<file path="config.mk">
export PLATFORM = sky130hd
export DESIGN_NAME = gpio_irq_ctrl
export DESIGN_NICKNAME = d
export VERILOG_FILES = /design/src/rtl/gpio_irq_pkg.sv /design/src/rtl/gpio_sync.sv /design/src/rtl/gpio_trig.sv /design/src/rtl/gpio_irq_ctrl.sv
export SDC_FILE = /design/constraint.sdc
export NUM_CORES = 1
export LEC_CHECK = 0
export ABC_AREA = 1
export BUFFER_PORTS_ARGS = -buffer_cell sky130_fd_sc_hd__buf_4
export CAP_MARGIN = 20
export CORE_AREA = 10 10 236 238
export DETAILED_ROUTE_END_ITERATION = 8
export DIE_AREA = 0 0 246 248
export PLACE_DENSITY = 0.65
export SETUP_SLACK_MARGIN = 0.2
export SLEW_MARGIN = 25
export SYNTH_ARGS = -nofsm -noshare
export SYNTH_HDL_FRONTEND = slang
export SYNTH_SLANG_ARGS = --single-unit
</file>
<file path="constraint.sdc">
create_clock -name pclk -period 5.05 [get_ports pclk]
set_clock_uncertainty 0.1 [all_clocks]
set_input_delay 0.7575 -clock pclk [delete_from_list [all_inputs] [get_ports pclk]]
set_output_delay 0.7575 -clock pclk [all_outputs]
set_load 0.02 [all_outputs]
</file>
<file path="src/rtl/gpio_irq_pkg.sv">
package gpio_irq_pkg;
  // Word indices (byte offset / 4) of the register map
  localparam int IDX_DIR  = 0;
  localparam int IDX_IN   = 1;
  localparam int IDX_OUT  = 2;
  localparam int IDX_EN   = 3;
  localparam int IDX_SEL0 = 4;
  localparam int IDX_SEL1 = 5;
  localparam int IDX_STAT = 6;
  localparam int IDX_CFG0 = 8;

  // Trigger select, packed as {sel1, sel0}
  typedef enum logic [1:0] {
    TRIG_LVL_HI = 2'b00,
    TRIG_LVL_LO = 2'b01,
    TRIG_RISE   = 2'b10,
    TRIG_FALL   = 2'b11
  } trig_e;
endpackage

</file>
<file path="src/rtl/gpio_sync.sv">
module gpio_sync #(
  parameter int W      = 32,
  parameter int STAGES = 2
) (
  input  logic         clk,
  input  logic         rst_n,
  input  logic [W-1:0] d,
  output logic [W-1:0] q
);
  logic [W-1:0] stage_q [STAGES];

  generate
    for (genvar s = 0; s < STAGES; s++) begin : g_stage
      always_ff @(posedge clk) begin
        if (!rst_n) stage_q[s] <= '0;
        else if (s == 0) stage_q[s] <= d;
        else stage_q[s] <= stage_q[(s > 0) ? s - 1 : 0];
      end
    end
  endgenerate

  assign q = stage_q[STAGES-1];
endmodule

</file>
<file path="src/rtl/gpio_trig.sv">
module gpio_trig
  import gpio_irq_pkg::*;
#(
  parameter int W = 32
) (
  input  logic         clk,
  input  logic         rst_n,
  input  logic [W-1:0] cur,
  input  logic [W-1:0] prev,
  input  logic [W-1:0] en,
  input  logic [W-1:0] sel0,
  input  logic [W-1:0] sel1,
  output logic [W-1:0] hit
);
  generate
    for (genvar i = 0; i < W; i++) begin : g_pin
      trig_e mode;
      logic  cond;
      assign mode = trig_e'({sel1[i], sel0[i]});
      always_comb begin
        unique case (mode)
          TRIG_LVL_HI: cond = cur[i];
          TRIG_LVL_LO: cond = ~cur[i];
          TRIG_RISE:   cond = cur[i] & ~prev[i];
          TRIG_FALL:   cond = ~cur[i] & prev[i];
          default:     cond = 1'b0;
        endcase
      end
      assign hit[i] = cond & en[i];
    end
  endgenerate

  // an edge-mode hit needs a change between the two samples
  assert_edge_needs_change_R5: assert property (@(posedge clk) disable iff (!rst_n)
    ((hit & sel1 & ~(cur ^ prev)) == '0));
endmodule

</file>
<file path="src/rtl/gpio_irq_ctrl.sv">
module gpio_irq_ctrl
  import gpio_irq_pkg::*;
#(
  parameter int NPIN   = 32,
  parameter int NCFG   = 8,
  parameter int ADDR_W = 12
) (
  input  logic               pclk,
  input  logic               presetn,
  input  logic               psel,
  input  logic               penable,
  input  logic               pwrite,
  input  logic [ADDR_W-1:0]  paddr,
  input  logic [31:0]        pwdata,
  output logic [31:0]        prdata,
  output logic               pready,
  input  logic [NPIN-1:0]    pin_in,
  output logic [NPIN-1:0]    pin_out,
  output logic [NPIN-1:0]    pin_oe,
  output logic [NCFG*32-1:0] padcfg_o,
  output logic               irq_o
);
  localparam int WIDX_W = ADDR_W - 2;

  logic [WIDX_W-1:0] widx;
  logic              acc, wr_acc, rd_stat;
  logic [NPIN-1:0]   dir_q, out_q, en_q, sel0_q, sel1_q, stat_q;
  logic [NPIN-1:0]   sync_q, prev_q, hit;
  logic [31:0]       cfg_q [NCFG];
  logic [31:0]       rd_word;

  assign widx    = paddr[ADDR_W-1:2];
  assign acc     = psel & penable;
  assign wr_acc  = acc & pwrite;
  assign rd_stat = acc & ~pwrite & (int'(widx) == IDX_STAT);
  assign pready  = 1'b1;

  gpio_sync #(.W(NPIN), .STAGES(2)) u_sync (
    .clk(pclk), .rst_n(presetn), .d(pin_in), .q(sync_q)
  );

  always_ff @(posedge pclk) begin
    if (!presetn) prev_q <= '0;
    else          prev_q <= sync_q;
  end

  gpio_trig #(.W(NPIN)) u_trig (
    .clk(pclk), .rst_n(presetn), .cur(sync_q), .prev(prev_q),
    .en(en_q), .sel0(sel0_q), .sel1(sel1_q), .hit(hit)
  );

  // Control words
  always_ff @(posedge pclk) begin
    if (!presetn) begin
      dir_q  <= '0;
      out_q  <= '0;
      en_q   <= '0;
      sel0_q <= '0;
      sel1_q <= '0;
    end else if (wr_acc) begin
      if (int'(widx) == IDX_DIR)  dir_q  <= pwdata[NPIN-1:0];
      if (int'(widx) == IDX_OUT)  out_q  <= pwdata[NPIN-1:0];
      if (int'(widx) == IDX_EN)   en_q   <= pwdata[NPIN-1:0];
      if (int'(widx) == IDX_SEL0) sel0_q <= pwdata[NPIN-1:0];
      if (int'(widx) == IDX_SEL1) sel1_q <= pwdata[NPIN-1:0];
    end
  end

  // Status capture: a read clears, a concurrent hit survives
  always_ff @(posedge pclk) begin
    if (!presetn) stat_q <= '0;
    else          stat_q <= (rd_stat ? '0 : stat_q) | hit;
  end

  // Pad configuration storage
  generate
    for (genvar c = 0; c < NCFG; c++) begin : g_cfg
      always_ff @(posedge pclk) begin
        if (!presetn) cfg_q[c] <= '0;
        else if (wr_acc && int'(widx) == IDX_CFG0 + c) cfg_q[c] <= pwdata;
      end
      assign padcfg_o[32*c +: 32] = cfg_q[c];
    end
  endgenerate

  // Read mux
  always_comb begin
    rd_word = '0;
    if (int'(widx) == IDX_DIR)  rd_word[NPIN-1:0] = dir_q;
    if (int'(widx) == IDX_IN)   rd_word[NPIN-1:0] = sync_q;
    if (int'(widx) == IDX_OUT)  rd_word[NPIN-1:0] = out_q;
    if (int'(widx) == IDX_EN)   rd_word[NPIN-1:0] = en_q;
    if (int'(widx) == IDX_SEL0) rd_word[NPIN-1:0] = sel0_q;
    if (int'(widx) == IDX_SEL1) rd_word[NPIN-1:0] = sel1_q;
    if (int'(widx) == IDX_STAT) rd_word[NPIN-1:0] = stat_q;
    for (int c = 0; c < NCFG; c++)
      if (int'(widx) == IDX_CFG0 + c) rd_word = cfg_q[c];
  end

  assign prdata  = rd_word;
  assign pin_out = out_q;
  assign pin_oe  = dir_q;
  assign irq_o   = |stat_q;

  // a direction write shows on pin_oe one cycle later
  assert_dir_write_R2: assert property (@(posedge pclk) disable iff (!presetn)
    (wr_acc && int'(widx) == IDX_DIR) |=> (pin_oe == $past(pwdata[NPIN-1:0])));

  // no status bit rises for a pin that was disabled
  assert_status_needs_enable_R6: assert property (@(posedge pclk) disable iff (!presetn)
    1'b1 |=> ((stat_q & ~$past(stat_q) & ~$past(en_q)) == '0));

  // a status read with no new hit drops the interrupt
  assert_read_drops_irq_R7: assert property (@(posedge pclk) disable iff (!presetn)
    (rd_stat && hit == '0) |=> !irq_o);

  // any hit, read or not, leaves the interrupt high next cycle
  assert_hit_keeps_irq_R8: assert property (@(posedge pclk) disable iff (!presetn)
    (|hit) |=> irq_o);
endmodule

</file>
Yosys cells after proc, flatten, opt, wreduce, memory -nomap -nowiden
Memories as Yosys holds them, arrays and structs flattened.
Index checks and enable logic that the tools add are counted.

word-level totals
  register bits after elaboration = 224
  bits in writable memories = 320
  input bits = 81
  logic and storage cells = 426
  memories kept = 2

cells by class
  eq/ne operators = 110
  mux-type cells = 84
  bitwise operators = 176
  reduce and logical (&&, ||, !) cells = 47

memories
  memory          depth  width  read ports  clocked after memory_dff  write ports  RTL line             source
  cfg_q           8      32     8           0                         8            gpio_irq_ctrl.sv:29  logic [31:0] cfg_q [NCFG];
  u_sync.stage_q  2      32     2           0                         2            gpio_sync.sv:10      logic [W-1:0] stage_q [STAGES];

operator list
  operator             number
  $mux 32              26
  $eq 2x2->1 const B   64
  $pmux 1 s4           32
  $and 1x1->1          100
  $eq 10x5->1 const B  8
  $not 1->1            65
  $eq 2x1->1 const B   32
  $logic_not 2->1      32
  $or 32x32->32        1
  $reduce_or 32->1     1
  $eq 10x4->1 const B  3
  $mux 1               26
  $eq 10x3->1 const B  2
  $eq 10x2->1 const B  1
  $logic_not 10->1     1
  $or 1x1->1           10
  $reduce_and 2->1     5
  $logic_and 1x1->1    8

Longest topological paths before layout
  depth after elaboration = 16
  depth in mapped cells = 24
  depth with buffers taken out = 23

By module
From an unflattened synthesis, not the netlist that was laid out.

second synthesis, totals
  cell total of the unflattened synthesis = 2909
  area total of the unflattened synthesis = 23812.8 um^2

by module, submodules not included
  module         times used  cells each  area an instance (um^2)  seq. area each (um^2)
  gpio_irq_ctrl  1           2422        20656.1                  12171.7
  gpio_sync      1           199         1840.5                   1281.2
  gpio_trig      1           288         1316.3                   0.0

Least setup slack after synthesis
No wires, ideal clock.

  path kind = input to register
  from = in paddr[11]
  to = mem cfg_q[7][4] (netlist: cfg_q[1][100]), enable pin
  setup time = 466 ps
  data arrival time = 4028 ps
  path slack = 456 ps
  stages = 7
  cells stage by stage = nor2_4 > inv_4 > nor3_4 > inv_1 > nor2_1 > inv_1 > o21ai_0

RTL lines
  element          RTL line             source
  start, declared  gpio_irq_ctrl.sv:13  input logic [ADDR_W-1:0] paddr,
  end, declared    gpio_irq_ctrl.sv:29

Worst setup path in the final report
  from = in paddr[6]
  to = out prdata[18]

on the way
  cells in the longest elaborated chain, start to end = 16

ends and longest elaborated chain
  element               RTL line             source
  $logic_not 10->1      gpio_irq_ctrl.sv:89  if (int'(widx) == IDX_DIR) rd_word[NPIN-1:0] = dir_q;
  $mux 32               gpio_irq_ctrl.sv:89
  $mux 32               gpio_irq_ctrl.sv:90  if (int'(widx) == IDX_IN) rd_word[NPIN-1:0] = sync_q;
  $mux 32               gpio_irq_ctrl.sv:91  if (int'(widx) == IDX_OUT) rd_word[NPIN-1:0] = out_q;
  $mux 32               gpio_irq_ctrl.sv:92  if (int'(widx) == IDX_EN) rd_word[NPIN-1:0] = en_q;
  $mux 32               gpio_irq_ctrl.sv:93  if (int'(widx) == IDX_SEL0) rd_word[NPIN-1:0] = sel0_q;
  $mux 32               gpio_irq_ctrl.sv:94  if (int'(widx) == IDX_SEL1) rd_word[NPIN-1:0] = sel1_q;
  $mux 32               gpio_irq_ctrl.sv:95  if (int'(widx) == IDX_STAT) rd_word[NPIN-1:0] = stat_q;
  $mux 32 (7 in a row)  gpio_irq_ctrl.sv:97  if (int'(widx) == IDX_CFG0 + c) rd_word = cfg_q[c];
  $mux 32 *             gpio_irq_ctrl.sv:97
  end, declared         gpio_irq_ctrl.sv:15  output logic [31:0] prdata,

Every way passes the cells marked *; elsewhere a longest branch is shown, timed or not.

==> impl_metrics.yaml <==
critical_path:
  crit_start: "paddr[6]"
  r2r-end: "stat_q[22]$_SDFF_PN0_"
  start_kind: "input pin"
  path_max_fanout: 14
  timing.rr.start: "sel1_q[22]$_SDFFE_PN0P_"
  reg2regPathDepth: 5
  crit_end: "prdata[18]"
  rrSetupSlack_ps: 3970
  crit_path_end_kind: "primary output"
  crit_type: "in2out"
  cp_data_arrival_time_ps: 3610
  crit_required_ps: 4190
clock_tree:
  cts_max_path_buffers: 3
  htreeDepth: 2
  worstSkewPairLatency_ps: 620
  clkTransAtPathRegs_ps: 60
  cts-root-buf: "clkbuf_16"
  cts_tree: "built"
  cts.sinks: 544
  cts_resized: 0
  post_cts_buffers: 0
  cts_inserted_buffers: 57
  postCtsHoldBufs: 0
power_and_ir_drop:
  combPwrFrac_pct: 7.3
  clkPwrFrac_pct: 41.8
  p_leak_uw: 0.0120
  worst_ir_drop_vdd_mv: 0.382
  p_per_area_mw_per_mm2: 331
  internal-power_uw: 7170
  power_frac_seq_pct: 50.9
  swShare_pct: 24.4
  p_switching_uw: 2320
placed_design:
  post-dp-hpwl_mm: 61.9
  place_congestion: 0.903
  portBuffers: 431
  dp_slack_ps: 672
sta:
  finalSetupViolations: 0
  drv_slew: 0
  slew_headroom_pct: 32.8
  setup_slack_ps: 578
  rsz0062_at_grt: "no"
  hold_ws_ps: 222
  fin_crit_sh_pct: 88.6
  finalHoldViolations: 0
  tightest_slew_ps: 1000
  max_freq_ghz: 0.224
  min_period_ps: 4470
  fin_tns_setup_ps: 0
global_routing:
  first_global_vias: 20200
  grt_overflow_total: 0
  antenna_found_initial: 1
  track_usage_pct: 27.3
  grt_max_degree: 223
  grt_pass1_wl_mm: 126
drt:
  firstDrtPassIters: 6
  drt-initial-drc-count: 2203
  drt-vias-per-instance: 5.44
  drc: 0
  antenna_left: 0
  totalWireLength_mm: 86.5
  vias: 20700
  routedWlPerCell_um: 22.7
floorplan:
  start_util_pct: 44.6
  rows: 83
  die_h_um: 248
  ios: 435
  die_area_mm2: 0.0610
  die_w_um: 246
  coreArea_mm2: 0.0510
final_layout:
  diodes: 0
  drive_gt1_share_pct: 19.9
  layout_common_cells: "nand2_1, buf_4, inv_1"
  nets: 3156
  multi_input_area_mm2: 0.00745
  final_common_cell: "nand2_1"
  nFillCells: 4586
  areaGrowthSynthToFinish_pct: 25.9
  regArea_mm2: 0.0135
  final_util_pct: 56.2
synthesis:
  yosysWarningCount: 0
  syn_nets: 2749
  synth_edf_count: 256
  synth_cell_types: 40
  yosys.area.top_type: "edfxtp_1"
  syn_avg_cell_area_um2: 8.53
  synthTopCellsByArea: "edfxtp_1, dfxtp_1, nand2_1"
  ys_seq_elements: 544
  seq_area_frac_synth_pct: 59.1
  synthArstFlopShare_pct: 0
  synthFlopType: "dfxtp_1"
  syn_area_mm2: 0.0228
  syn_inst: 2668
  yosys.area.top_type_share_pct: 33.8
worst_hold_path:
  hp-class: "in2reg"
  min_delay_path_depth: 3
run:
  maxCapViolCount: 0
outcome:
  status: "finished clean"
-- stage by stage --
stage / area, um^2 / power (uW) / instances
floorplan: 22800 / 5210 / 2668
global placement: 26900 / 5600 / 3696
detailed placement: 26900 / 5610 / 3696
CTS: 28600 / 9520 / 3801
global route: 28600 / 9730 / 3801
finish: 28600 / 9490 / 3801
-- synth_stat cells, types with 32 or more instances --
| library cell | count |
|---|---|
| a21oi_1 | 236 |
| clkbuf_1 | 114 |
| dfxtp_1 | 288 |
| edfxtp_1 | 256 |
| inv_1 | 385 |
| nand2_1 | 501 |
| nand3_1 | 66 |
| nand4_1 | 67 |
| nor2_1 | 358 |
| o211ai_1 | 32 |
| o21ai_0 | 222 |
| o22ai_1 | 41 |
-- cell families after synthesis --
family / synth area share, %
other: 0.0165
buffers and inverters: 8.90
DFF: 59.1
AOI/OAI and AO/OA: 12.8
and+or+nand+nor: 19.1
-- state kept, by name, summed over array words and instances (netlist names) --
register        count
u_sync.stage_q     64
sel0_q             32
en_q               32
stat_q             32
pin_oe             32
sel1_q             32
pin_out            32
prev_q             32
cfg_q             256
-- worst max-delay path, cell delays in order --
cell	delay, ps
buf_4	110
nor2_2	330
nand2_4	240
inv_2	170
nand3_1	170
inv_1	590
nand2_1	150
a31oi_1	210
o21bai_1	140
nand2_1	100
nand2_1	70
nand2_1	60
nand2_1	50
nand2_1	50
nand2_1	60
nand3_1	60
nand2_1	50
nand2_1	70
buf_4	150
-- power groups by stage --
| stage | Combinational (uW) | Clock, uW | Sequential (uW) |
|---|---|---|---|
| 2_1_floorplan | 162 | 0 | 5050 |
| 5_1_grt | 728 | 4160 | 4850 |
| 3_5_place_dp | 685 | 0 | 4920 |
| 4_1_cts | 687 | 4000 | 4830 |
| 3_3_place_gp | 680 | 0 | 4920 |
| 6_report | 688 | 3970 | 4830 |
-- layer usage --
layer  track usage (%)  vias up  part of all wire (%)
met5                 0        -                 0.013
met4              9.68        2                   3.4
met3              8.98      159                    12
met2              42.0     1057                    45
met1              35.4     9929                    40
li1                  -     9525                     -
-- layout make-up --
| class | count | share of cell area (%) |
|---|---|---|
| repair buffers | 485 | 12.9 |
| clock buffers | 80 | 5.60 |
| inverters | 391 | 5.13 |
| well taps | 680 | 2.97 |
| multi-input cells | 1596 | 26.0 |
| clock inverters | 25 | 0.476 |
| flip-flops and latches | 544 | 47.0 |
-- worst min path at each step --
stage                                          from                               to
floorplan           u_sync.stage_q[0][0]$_SDFF_PN0_  u_sync.stage_q[1][0]$_SDFF_PN0_
global placement    u_sync.stage_q[0][2]$_SDFF_PN0_  u_sync.stage_q[1][2]$_SDFF_PN0_
detailed placement  u_sync.stage_q[0][2]$_SDFF_PN0_  u_sync.stage_q[1][2]$_SDFF_PN0_
CTS                                       pin_in[7]  u_sync.stage_q[0][7]$_SDFF_PN0_
global route                              pin_in[6]  u_sync.stage_q[0][6]$_SDFF_PN0_
finish                                    pin_in[7]  u_sync.stage_q[0][7]$_SDFF_PN0_
No activity file was read; power rests on OpenSTA's default activity.
